==> src/rtl/nvm_guard.sv <==
module nvm_guard #(
  parameter logic [7:0] ACC_ADDR  = 8'h1F,
  parameter logic [7:0] FEAT_ADDR = 8'h15,
  parameter logic [7:0] SA_ADDR   = 8'h7E,
  parameter logic [7:0] B0_LO     = 8'h20,
  parameter logic [7:0] B0_HI     = 8'h2F,
  parameter logic [7:0] B1_LO     = 8'h60,
  parameter logic [7:0] B1_HI     = 8'h7F,
  parameter logic [7:0] CMD_COPY0 = 8'hC0,
  parameter logic [7:0] CMD_COPY1 = 8'hC1,
  parameter logic [7:0] CMD_LOCK0 = 8'hD0,
  parameter logic [7:0] CMD_LOCK1 = 8'hD1
) (
  input  logic       clk,
  input  logic       rst_n,
  input  logic [6:0] nv_addr_in,
  input  logic [1:0] nv_lock_in,
  input  logic [7:0] reg_addr,
  input  logic [7:0] reg_wdata,
  input  logic       reg_we,
  output logic [7:0] rd_data,
  input  logic       cmd_valid,
  input  logic [7:0] cmd_code,
  input  logic       copy_done,
  output logic       copy_busy,
  output logic       copy_blk1,
  output logic       wr_en,
  output logic [6:0] slave_addr,
  output logic [1:0] lock_flags,
  output logic       commit_we
);
  logic       busy, blk1, arm, sawe;
  logic [1:0] lock;
  logic [7:0] sa_q;

  wire in_b0   = (reg_addr >= B0_LO) && (reg_addr <= B0_HI);
  wire in_b1   = (reg_addr >= B1_LO) && (reg_addr <= B1_HI);
  wire is_copy = (cmd_code == CMD_COPY0) || (cmd_code == CMD_COPY1);
  wire blocked = (busy && (in_b0 || in_b1)) || (lock[0] && in_b0) ||
                 (lock[1] && in_b1) || (reg_addr == SA_ADDR && !sawe);

  assign wr_en      = reg_we && !blocked;
  assign copy_busy  = busy;
  assign copy_blk1  = blk1;
  assign lock_flags = lock;
  assign slave_addr = sa_q[7:1];
  assign commit_we  = busy && copy_done && blk1;

  always_comb begin
    case (reg_addr)
      ACC_ADDR:  rd_data = {busy, arm, 4'b0, lock};
      FEAT_ADDR: rd_data = {6'b0, sawe, 1'b0};
      SA_ADDR:   rd_data = sa_q;
      default:   rd_data = 8'h00;
    endcase
  end

  always_ff @(posedge clk) begin
    if (!rst_n) begin
      busy <= 1'b0;
      blk1 <= 1'b0;
      arm  <= 1'b0;
      sawe <= 1'b0;
      lock <= nv_lock_in;
      sa_q <= {nv_addr_in, 1'b0};
    end else begin
      if (busy && copy_done)
        busy <= 1'b0;
      else if (!busy && cmd_valid && is_copy) begin
        busy <= 1'b1;
        blk1 <= (cmd_code == CMD_COPY1);
      end
      if (cmd_valid && arm && cmd_code == CMD_LOCK0) lock[0] <= 1'b1;
      if (cmd_valid && arm && cmd_code == CMD_LOCK1) lock[1] <= 1'b1;
      if (wr_en && reg_addr == ACC_ADDR && reg_wdata[6])
        arm <= 1'b1;
      else if (cmd_valid)
        arm <= 1'b0;
      if (wr_en && reg_addr == FEAT_ADDR) sawe <= reg_wdata[1];
      if (wr_en && reg_addr == SA_ADDR) sa_q <= reg_wdata;
    end
  end
endmodule

==> config.mk <==
export PLATFORM = sky130hd
export DESIGN_NAME = nvm_guard
export DESIGN_NICKNAME = d
export VERILOG_FILES = /design/src/rtl/nvm_guard.sv
export SDC_FILE = /design/constraint.sdc
export NUM_CORES = 1
export LEC_CHECK = 0
export CAP_MARGIN = 20
export CORE_MARGIN = 2
export CORE_UTILIZATION = 38
export CTS_BUF_LIST = sky130_fd_sc_hd__clkbuf_8
export DETAILED_ROUTE_END_ITERATION = 8
export HOLD_SLACK_MARGIN = 0.06
export PLACE_DENSITY_LB_ADDON = 0.2
export SKIP_CTS_REPAIR_TIMING = 1
export SYNTH_ARGS = -nofsm -noshare
export SYNTH_HDL_FRONTEND = slang
export SYNTH_SLANG_ARGS = --single-unit
==> constraint.sdc <==
create_clock -name clk -period 2.3 [get_ports clk]
set_input_delay 0.69 -clock clk [delete_from_list [all_inputs] [get_ports clk]]
set_output_delay 0.69 -clock clk [all_outputs]
set_load 0.05 [all_outputs]
* After elaboration in Yosys (flattened, before gate mapping)
Index checks and enable logic that the tools add are counted.
** Cells by class
- $lt $le $gt $ge :: 4
- Equality and inequality tests :: 10
- Multiplexer cells :: 8
- Bitwise operators :: 2
- Reduce and logical (&&, ||, !) cells :: 29
** Operators with widths (number)
- 8-bit equality test (second input constant) :: 4
- 8-bit one-hot mux with 3 select lines :: 1
- 1-bit logical AND :: 18
- 8-bit by 5-bit equality test with 1-bit output (second input constant) :: 2
- 8-bit two-way mux :: 2
- 8-bit by 7-bit equality test with 1-bit output (second input constant) :: 1
- 8-bit by 6-bit >= comparator with 1-bit output (second input constant) :: 1
- 8-bit by 7-bit >= comparator with 1-bit output (second input constant) :: 1
- 8-bit by 6-bit <= comparator with 1-bit output (second input constant) :: 1
- 8-bit by 7-bit <= comparator with 1-bit output (second input constant) :: 1
- 2-bit by 1-bit inequality test with 1-bit output (second input constant) :: 3
- 1-bit logical OR :: 5
- 1-bit two-way mux :: 4
- 1-bit zero test :: 3
- 2-bit two-way mux :: 1
- 1-bit NOT :: 2
- 2-bit AND reduction :: 1
- 2-bit nonzero test :: 1
- 2-bit OR reduction :: 1
** Word-level totals
- Bits in registers :: 14
- Bits of input ports :: 38
- Word-level logic and storage cells :: 61

* Logic depth before layout (Yosys ltp)
Gate-level depths: netlist of run 1.
- Depth in word-level cells :: 12
- Mapped depth :: 5
- Mapped depth without buffers :: 4

* Worst setup path before layout of run 1
OpenSTA, ideal clock, no wires.
- Kind :: input to output
- From :: in reg_addr[7]
- To :: out rd_data[1]
- Arrival time :: 2.248 ns
- Data required time :: 1.610 ns
- Path slack :: -0.638 ns
- Cell stages on the path :: 3
- Buffers on the path :: 0
- Cell sequence :: nor4b_1 > nand3_1 > o21ai_0
** On the way
- Cells in the longest elaborated chain, start to end :: 2
- Elaborated cells between the ends (all ways) :: 4
- Classes of those cells :: 3 x eq/ne; 1 x mux
** Ends and longest elaborated chain
- start: declaration :: line 18 : input logic [7:0] reg_addr,
- 8-bit by 7-bit equality test with 1-bit output or 8-bit by 5-bit equality test with 1-bit output (tied branches) :: line 50 : case (reg_addr)
- 8-bit one-hot mux with 3 select lines (*) :: line 50
- end: declaration :: line 21 : output logic [7:0] rd_data,
Mark *: on every way between the ends. The rest lies on a longest branch, timed or not.

* Worst setup path after layout of run 1
Same ends and word-level chain as after synthesis.

==> results.cfg, run 1 <==
[status]
status = finished, violations left
violations = negative setup slack

[yosys]
post-synth-top-area-fraction_pct = 27.4
syn_inst = 93
post_synth.cell_area_avg_um2 = 10.6
synthArstFlopShare_pct = 0
synth_cell_types = 37
synth_enable_flop_cells = 9
synthTopCellsByCount = 9 x edfxtp_1, 9 x nor2b_1, 8 x buf_4
synth_warnings = 0
ys_seq_area_share_pct = 37.5
synth_area_um2 = 987
yosysTopAreaCell = edfxtp_1
ys_ff_latch = 14
synth_fp_nets = 131
ys_top_cells_by_area = edfxtp_1 27%, dfxtp_1 10%, a31o_2 6.2%
synth_ff_type = edfxtp_1

[floorplanning]
fp.dieW_um = 55.0
initial_core_util_pct = 39.8
die-area_um2 = 3020
coreArea_um2 = 2480
die_h_um = 55.0
pin_count = 59
num_rows = 18

[power]
report.power.total_mw = 0.702
pwr_density_cell_nw_per_um2 = 377
p_leak_nw = 0.757
p_seq_share_pct = 40.7
p_clk_share_pct = 29.2
power_frac_comb_pct = 30.1
switching_power_mw = 0.191
max-vdd-ir-drop_mv = 0.362
switching_share_pct = 27.3
p_int_mw = 0.511

[critical_path]
cp-start-kind = primary input
rr_startpoint = lock_flags[1]$_SDFFCE_PP1P_
r2r_cells = 6
reg2reg_to = sa_q[2]$_DFFE_PP_
r2r_slack_ns = 0.58
critical_path_class = in -> out
endpoint_kind = primary output
worstPathArrival_ns = 1.76
cp_slowest_stage_delay_ns = 0.32
crit_fanout = 5
slowest_stage = and4bb_1
cp.required_ns = 1.61
cp_cell_sequence = buf_8 > and4bb_1 > and4_4 > a22oi_2 > o21ai_2 > buf_12

[clocking]
worstSkewPairLatency_ns = 0.24
clk_pin_slew_ns = 0.06
cts-htree-levels = 1
cts_made_buffers = 3
cts_buffer_depth = 2
cts_tree = built
cts-root-buf = clkbuf_8
cts_sinks = 14

[timing]
period_needed_ns = 2.45
fin_skew_ns = 0.00132
hold_viol_final = 0
fmax_mhz = 408
setup_slack_ns = -0.150
setup_tns_ns = -0.921
worst_slew_pin_slew_ns = 0.522
rsz0062_at_grt = true
maxSlewViolCount = 0
min_period_over_period_pct = 107
final-setup-viol-count = 9
relSlewSlack_pct = 65.1

[drt]
drt-pass1-iter-count = 4
drtIter0Drc = 26
vias_per_cell = 5.28
wl_per_cell_um = 15.7
via_count = 1014
drtAntennaViolNets = 0
drc = 0
drt-total-wl_mm = 3.01

[layout]
n_antenna_cell = 0
drive_gt1_share_pct = 41.4
syn2layout_area_growth_pct = 88.7
finalNonFillerCells = 192
nets = 201

[global_route]
grt_overflow = 0
grt_usage_pct = 20.2
grt_max_degree = 28
grt_pass1_vias = 1009
antenna_found_initial = 0
grt_pass1_wl_mm = 4.26

[min_path]
hold_path_class = reg -> reg
hold_depth = 2
hold_end = sawe$_SDFFE_PN0P_
holdCritStartpoint = sawe$_SDFFE_PN0P_

[place]
dp_cells = 187
dp_hpwl_mm = 2.30
place_congestion = 0.770
port_buffers = 58

[job]
drv_cap = 0
==> critical path: cells and delay by family <==
kind                   cells  cell delay, ns
AOI/OAI and AO/OA          2            0.19
and+or+nand+nor            2            0.62
buffers and inverters      2            0.27
==> power by group through the flow <==
| stage | registers (mW) | logic, mW | clock network (mW) |
|---|---|---|---|
| after detailed placement | 0.290 | 0.207 | 0 |
| after global routing | 0.287 | 0.221 | 0.216 |
| after CTS | 0.285 | 0.208 | 0.209 |
| final | 0.286 | 0.211 | 0.205 |
| after floorplan | 0.298 | 0.0852 | 0 |
| after global placement | 0.290 | 0.202 | 0 |
==> layout by cell type, fill, tap and decap left out, types with 3 or more instances in the layout <==
cell type,Yosys,layout
and4_4,1,3
nand2_1,5,5
and2_4,0,4
buf_4,8,18
clkdlybuf4s50_1,0,38
buf_12,0,10
nor2b_1,9,9
mux2i_1,4,3
edfxtp_1,9,9
clkbuf_8,0,3
nor2_1,3,3
clkbuf_2,0,3
dlymetal6s2s_1,0,5
dfxtp_1,5,5
a31o_2,7,7
==> stage by stage <==
stage / hold WS, ns / util [%] / worst slack [ns] / cell area [µm²]
finish: 0.467 / 75.2 / -0.150 / 1860
global route: 0.486 / 75.2 / -0.177 / 1860
CTS: 0.465 / 73.0 / -0.682 / 1810
detailed placement: 0.456 / 71.2 / -0.682 / 1760
global placement: 0.444 / 71.2 / -0.607 / 1760
floorplan: 0.435 / - / -0.0397 / 1000
==> routing by layer <==
layer  wire length (µm)  global-route usage [%]
met1               1170                    21.2
met2               1660                    39.5
met3                144                    4.03
met4                 29                    6.50
met5                  0                       0
==> cells by family (layout without fill, tap and decap cells) <==
family,after synthesis,count (layout),synth area share (%)
AO/OA/AOI/OAI,21,21,20.8
flip-flops,14,14,37.5
buffers and inverters,13,81,8.75
AND/OR/NAND/NOR,41,42,28.9
multiplexers,4,4,4.06
==> how the worst max path moves through the flow <==
stage | endpoint | cells after the start | slack (ns) | startpoint
2_1_floorplan | rd_data[1] | 4 | -0.04 | reg_addr[7]
3_3_place_gp | rd_data[1] | 6 | -0.61 | reg_addr[7]
3_5_place_dp | rd_data[1] | 6 | -0.68 | reg_addr[7]
4_1_cts | rd_data[1] | 6 | -0.68 | reg_addr[7]
5_1_grt | rd_data[1] | 6 | -0.18 | reg_addr[7]
6_report | rd_data[1] | 6 | -0.15 | reg_addr[7]
==> registers in the layout, indices dropped and copies added (netlist names) <==
name / flops
lock_flags: 2
copy_blk1: 1
sa_q: 8
copy_busy: 1
arm: 1
sawe: 1
==> layout make-up <==
| class | instances | area (µm²) |
|---|---|---|
| clock buffer | 3 | 41.3 |
| tap | 30 | 37.5 |
| sequential | 14 | 370 |
| clock inverter | 1 | 3.75 |
| fill | 177 | 614 |
| inverter | 2 | 7.51 |
| timing repair buffer | 75 | 808 |
| multi-input combinational | 67 | 594 |
Note: power is estimated with default switching activity, not from simulation.
==> run 2: changes to the inputs <==
- clock period: 2.3 -> 2.5 ns (I/O delays scaled with it)
==> run 2 against run 1 <==
Effect of this change:
- the run still ends with negative setup slack left
- cell area shrank 1.2%
- clock power down 5%
- count of clock-buffer cells in the layout is the same
- die area stayed put
- critical path type unchanged
- critical endpoint unchanged
- largest cell class unchanged
==> results.cfg, run 2 (synthesis results as in run 1) <==
[timing]
relSlewSlack_pct = 65.1
min_period_over_period_pct = 103
fmax_mhz = 390
whs_ns = 0.459
period_needed_ns = 2.56
fin_skew_ns = 0.00208
maxSlewViolCount = 0
final-setup-viol-count = 9
setup_slack_ns = -0.0625
hold_viol_final = 0
worst_slew_pin_slew_ns = 0.521
rsz0062_at_grt = true

[power]
p_clk_share_pct = 30.0
p_int_mw = 0.470
max-vdd-ir-drop_mv = 0.290
switching_share_pct = 27.8
pwr_density_cell_nw_per_um2 = 353
switching_power_mw = 0.181
report.power.total_mw = 0.650
p_leak_nw = 0.736
p_seq_share_pct = 40.4
power_frac_comb_pct = 29.7

[layout]
drive_gt1_share_pct = 39.2
largest_register_ffs = 8
final_common_cell = clkdlybuf4s50_1
n_antenna_cell = 0
largest_register = sa_q
nets = 197
syn2layout_area_growth_pct = 86.4
final_cell_mix = 39 x clkdlybuf4s50_1, 13 x buf_4, 10 x buf_12

[place]
place_ws_ns = -0.623
port_buffers = 58
dp_hpwl_mm = 2.32
place_congestion = 0.761

[drt]
drt-total-wl_mm = 3.00
drc = 0
vias_per_cell = 5.22
drtIter0Drc = 11
drtAntennaViolNets = 0
wl_met1_mm = 1.10
route.met2.wl_mm = 1.70
wl_per_cell_um = 15.9
maxUsedRoutingLayer = met4
via_count = 982
met3_length_um = 164
drt-pass1-iter-count = 4

[clocking]
cts_sinks = 14
clk_pin_slew_ns = 0.06
cts-root-buf = clkbuf_8
cts_buffer_depth = 2
cts_made_buffers = 3
cts-htree-levels = 1
cts_tree = built
worstSkewPairLatency_ns = 0.25

[critical_path]
slowest_stage = and4bb_1
cp-endpoint = rd_data[1]
crit_family = simple AND/OR/NAND/NOR gates
cp_slowest_stage_delay_ns = 0.33
critical_path_class = in -> out
endpoint_kind = primary output
cp_cell_sequence = buf_8 > and4bb_1 > and4_4 > a22oi_2 > o21ai_2 > buf_12
worstPathArrival_ns = 1.81
reg2reg_to = sa_q[6]$_DFFE_PP_
cp-start-kind = primary input
cp.required_ns = 1.75
cp-startpoint = reg_addr[7]
r2r_slack_ns = 0.77
path_depth = 6
crit_buf_inv = 2
rr_startpoint = lock_flags[1]$_SDFFCE_PP1P_
crit_fanout = 5
r2r_cells = 6

[job]
drv_cap = 0

[global_route]
grt_overflow = 0
antenna_found_initial = 0
grt_pass1_vias = 987
grt_max_degree = 22
grt_usage_pct = 20.3
grt_pass1_wl_mm = 4.22

[floorplanning]
pin_count = 59
num_rows = 18
fp.dieW_um = 55.0
coreArea_um2 = 2480
die-area_um2 = 3020
initial_core_util_pct = 39.8
die_h_um = 55.0

[status]
violations = negative setup slack
status = finished, violations left

[min_path]
hold_path_class = reg -> reg
==> run 2: layer usage <==
metal	vias up	global-route usage, %
met5	-	0
met4	0	5.28
met3	3	5.91
met2	37	39.9
met1	470	20.6
li1	472	-
==> run 2: metrics by stage <==
stage	util (%)	std cells	TNS, ns	area [µm²]
2_1_floorplan	-	93	0	1000
3_3_place_gp	70.1	183	-6.09	1740
3_5_place_dp	70.1	183	-7.44	1740
4_1_cts	71.9	187	-4.55	1780
5_1_grt	74.3	188	-0.575	1840
6_report	74.3	188	-0.325	1840
==> run 2: how the worst min path moves through the flow <==
| stage | startpoint | end | cells past startpoint |
|---|---|---|---|
| finish | sawe$_SDFFE_PN0P_ | sawe$_SDFFE_PN0P_ | 2 |
| global route | sa_q[0]$_SDFFE_PN0N_ | sa_q[0]$_SDFFE_PN0N_ | 2 |
| CTS | sawe$_SDFFE_PN0P_ | sawe$_SDFFE_PN0P_ | 2 |
| detailed placement | sawe$_SDFFE_PN0P_ | sawe$_SDFFE_PN0P_ | 2 |
| global placement | sawe$_SDFFE_PN0P_ | sawe$_SDFFE_PN0P_ | 2 |
| floorplan | sawe$_SDFFE_PN0P_ | sawe$_SDFFE_PN0P_ | 2 |
==> run 2: layout make-up <==
| class | count | area [µm²] |
|---|---|---|
| repair buffers | 71 | 793 |
| fillers | 185 | 637 |
| multi-input cells | 67 | 587 |
| flip-flops and latches | 14 | 370 |
| clock buffers | 3 | 41.3 |
| well taps | 30 | 37.5 |
| inverters | 2 | 7.51 |
| clock inverters | 1 | 3.75 |
==> run 2: worst register-to-register path: cells and delay by family, from the launching register on <==
| family | cells | cell delay (ns) |
|---|---|---|
| DFF | 1 | 0.43 |
| AOI/OAI and AO/OA | 1 | 0.21 |
| buffers and inverters | 2 | 0.33 |
| muxes | 1 | 0.19 |
| and+or+nand+nor | 2 | 0.29 |
==> run 2: power groups by stage <==
stage / Clock, mW / Combinational [mW] / Sequential (mW)
6_report: 0.195 / 0.193 / 0.262
5_1_grt: 0.206 / 0.203 / 0.263
3_5_place_dp: 0 / 0.188 / 0.267
4_1_cts: 0.199 / 0.189 / 0.262
2_1_floorplan: 0 / 0.0784 / 0.274
3_3_place_gp: 0 / 0.184 / 0.267
